<file path="src/rtl/rx_cell_bridge.sv">
module rx_cell_bridge #(
  parameter int DEPTH = 64,
  parameter int DW    = 8
) (
  input  logic          clk,
  input  logic          rst,
  input  logic [DW-1:0] phy_data,
  input  logic          phy_soc,
  input  logic          phy_valid,
  output logic          phy_rd,
  input  logic          rd_en_n,
  output logic          empty_n,
  output logic          full_n,
  output logic [DW-1:0] rd_data,
  output logic          rd_soc
);
  localparam int AW = $clog2(DEPTH);

  logic [AW:0] wp, rp;
  logic [DW:0] mem [DEPTH];
  logic        full, empty, wr, rd;

  assign full  = (wp[AW] != rp[AW]) && (wp[AW-1:0] == rp[AW-1:0]);
  assign empty = (wp == rp);
  assign wr    = phy_valid & ~full;
  assign rd    = ~rd_en_n & ~empty;

  assign phy_rd  = ~full;
  assign full_n  = ~full;
  assign empty_n = ~empty;

  always_ff @(posedge clk)
    if (wr) mem[wp[AW-1:0]] <= {phy_soc, phy_data};

  always_ff @(posedge clk) begin
    if (rst) begin
      wp      <= '0;
      rp      <= '0;
      rd_data <= '0;
      rd_soc  <= 1'b0;
    end else begin
      if (wr) wp <= wp + 1'b1;
      if (rd) begin
        {rd_soc, rd_data} <= mem[rp[AW-1:0]];
        rp <= rp + 1'b1;
      end
    end
  end
endmodule


</file>
<file path="config.mk">
export PLATFORM = sky130hd
export DESIGN_NAME = rx_cell_bridge
export DESIGN_NICKNAME = d
export VERILOG_FILES = /design/src/rtl/rx_cell_bridge.sv
export SDC_FILE = /design/constraint.sdc
export NUM_CORES = 1
export LEC_CHECK = 0
export BUFFER_PORTS_ARGS = -buffer_cell sky130_fd_sc_hd__buf_2
export CAP_MARGIN = 10
export CORE_UTILIZATION = 40
export CTS_CLUSTER_SIZE = 30
export DETAILED_ROUTE_END_ITERATION = 8
export PLACE_DENSITY_LB_ADDON = 0.05
export RECOVER_POWER = 100
export SYNTH_ARGS = -nofsm -noshare
export SYNTH_HDL_FRONTEND = slang
export SYNTH_SLANG_ARGS = --single-unit
</file>
<file path="constraint.sdc">
create_clock -name clk -period 3.6 [get_ports clk]
set_input_delay 0.9 -clock clk [delete_from_list [all_inputs] [get_ports clk]]
set_output_delay 0.9 -clock clk [all_outputs]
set_load 0.02 [all_outputs]
</file>
==> reports/summary.txt <==
Bufs on Longest Clock Path - 3
Seq/Total Area, Yosys - 0.7522
nets@finish - 1312
gr ovfl total - 0
final worst-path cycle share - 0.9017
commonest non-fill, non-tap cell in the layout - edfxtp_1
fmax - 308.1 MHz
Worst R2R Path Depth - 6
CP max FO - 16
WP data required - 3.82 ns
outcome - complete, but fails checks
synth warn - 0
hold crit path type - reg2reg
CTS tree - built
worst hold path depth - 2
Sink Count - 599
GRT Total Usage - 0.2054
Tot Pwr - 15830 uW
Synth Instances - 1176
most frequent cells in the layout - edfxtp_1, mux4_2, nor2_1, clkbuf_1, clkbuf_16
first-pass GRT wire length - 86800 um
Final Hold Vio Count - 0
Die Span Y - 244.9 um
IO Port Bufs - 24
Final Max Tran Viols - 419
P_leak - 0.008172 uW
H-tree levels - 3
clk slew on worst S/H paths - 0.06 ns
syn avg cell area - 20.07 um^2
DRT antenna net count - 0
relative slew slack - -0.7269
max_cap viols - 12
antenna violations before repair - 2
violated checks - capacitance limit, slew limit
setup TNS - 0 ns
Clock Latency Late Sink - 0.59 ns
Post-DP HPWL - 37310 um
GPL Wtd Cong - 0.7950
initial core utilization - 0.4068
synthesis-to-layout area growth - 13.57%
Final Hold Slack - 0.5114 ns
DRC Markers - 0
clk_skew - 0.01500 ns
flop-to-flop setup slack - 0.35 ns
PD cells - 590.6 nW/um^2
Async S/R FF share, synth - 0
Ports - 25
Synth Net Count - 1191
final wirelength - 59490 um
Top FF cell, synth - edfxtp_1
largest net degree at the start of global routing - 65
Die Wd - 244.9 um
CP Class - reg2reg
worst slew pin tran - 2.590 ns
share of layout cells above drive strength 1 - 0.2188
post-synthesis register bit count - 599
vias in the first global route - 12008
number of flops mapped to enable cells by yosys - 576
root buf cell - clkbuf_16
core footprint - 58030 um^2
postcts setup bufs - 0
DR iter-0 viols - 961
crit path DAT - 3.47 ns
Via Count - 11634
Ant. Diodes - 0
Setup crit start kind - register
# resized after CTS - 0
drt via density - 5.506
final count of negative-setup-slack endpoints - 0
unrepaired setup endpoints after global routing - false
Netlist cell types - 63
Post-CTS Hold Buffers - 0
Peak VDD IR - 343.2 uV
Filler cells - 5033
row cnt - 88
CP Capture Type - register
final core occ - 0.4620
drt pass-1 iters - 5
clock period minus worst slack - 3.246 ns
die area - 60000 um^2
total CTS buffers - 69
mapped cell area - 23610 um^2
WL per Instance - 28.15 um
[power breakdown]
part,leakage [uW],switching (uW),internal [uW]
Clock,0.00103,2700,3800
Sequential,0.00537,88.6,7700
Combinational,0.00178,860,684
[worst max-delay path, cell delays in order, from the launching register on]
cell and delay [ns]:
dfxtp_4 0.58, xnor2_1 0.15, nand4_1 0.16, o21ai_0 0.30, or4b_1 0.97, nor2_1 0.22
clkbuf_1 0.48
[stage by stage]
stage / setup WS [ns] / instances / area [um^2]
floorplan: 1.134 / 1176 / 23610
finish: 0.3539 / 2113 / 26810
global placement: 0.4104 / 1991 / 25090
global route: 0.1299 / 2113 / 26810
detailed placement: 0.4393 / 1991 / 25090
CTS: 0.4187 / 2113 / 27180
[cell usage after synthesis, drive strengths merged, types with 2 or more instances]
cell	count	area, um^2
nor2	92	347.8
mux4	136	3063
ha	2	25.02
or4b	2	20.02
o21ai	12	63.81
mux2i	22	220.2
and2	4	25.02
and4	3	26.28
or2	2	12.51
or3b	3	26.28
o211ai	3	22.52
mux2	5	56.30
o22ai	7	43.79
a32oi	2	17.52
nor4	4	31.28
clkbuf	19	71.32
or3	3	18.77
nand3	9	45.04
xnor2	10	87.58
a311oi	4	35.03
edfxtp	576	17300
a211oi	13	102.6
a21oi	19	106.4
nand2b	10	62.56
nand3b	6	45.04
a2111oi	9	110.1
a22oi	30	225.2
nor2b	12	75.07
dfxtp	23	460.4
buf	52	387.9
o21a	3	22.52
nor4bb	2	20.02
nand2	33	123.9
a22o	6	52.55
nor4b	2	17.52
nor3	3	15.01
a221oi	2	17.52
inv	9	33.78
a21o	3	22.52
xor2	4	35.03
nand4	2	12.51
o221ai	2	17.52
[state kept, by name, summed over array words and instances (netlist names)]
signal and flops:
wp 7, rp 7, mem 576, rd_soc 1, rd_data 8
[cell type report]
class	count	area, um^2	area share
multi-input combinational	496	5311	0.1981
sequential	599	17770	0.6627
timing repair buffer	121	650.6	0.02427
tap	765	957.2	0.03570
inverter	10	37.54	0.001400
clock buffer	93	1922	0.07168
clock inverter	29	163.9	0.006113
[logic make-up after synthesis]
group | share of synthesized area
buf+inv | 0.02104
compound gates | 0.03853
simple gates | 0.04055
fa+ha+maj | 0.001060
xor+xnor | 0.005194
flops | 0.7522
mux | 0.1415
[path summary, 6_finish.rpt]
kind                            from                      end
max               rp[0]$_SDFFE_PP0P_      mem[2][6]$_DFFE_PP_
min          rd_data[0]$_SDFFE_PP0P_  rd_data[0]$_SDFFE_PP0P_
max reg2reg       rp[0]$_SDFFE_PP0P_      mem[2][6]$_DFFE_PP_
min reg2reg  rd_data[0]$_SDFFE_PP0P_  rd_data[0]$_SDFFE_PP0P_
[layer usage]
| layer | wire [um] | GRT usage | vias to the layer above |
|---|---|---|---|
| li1 | - | - | 5080 |
| met1 | 27220 | 0.2950 | 6205 |
| met2 | 28380 | 0.3248 | 261 |
| met3 | 2722 | 0.03849 | 84 |
| met4 | 1142 | 0.04835 | 4 |
| met5 | 23 | 0 | - |
(Power assumes the default switching activity.)
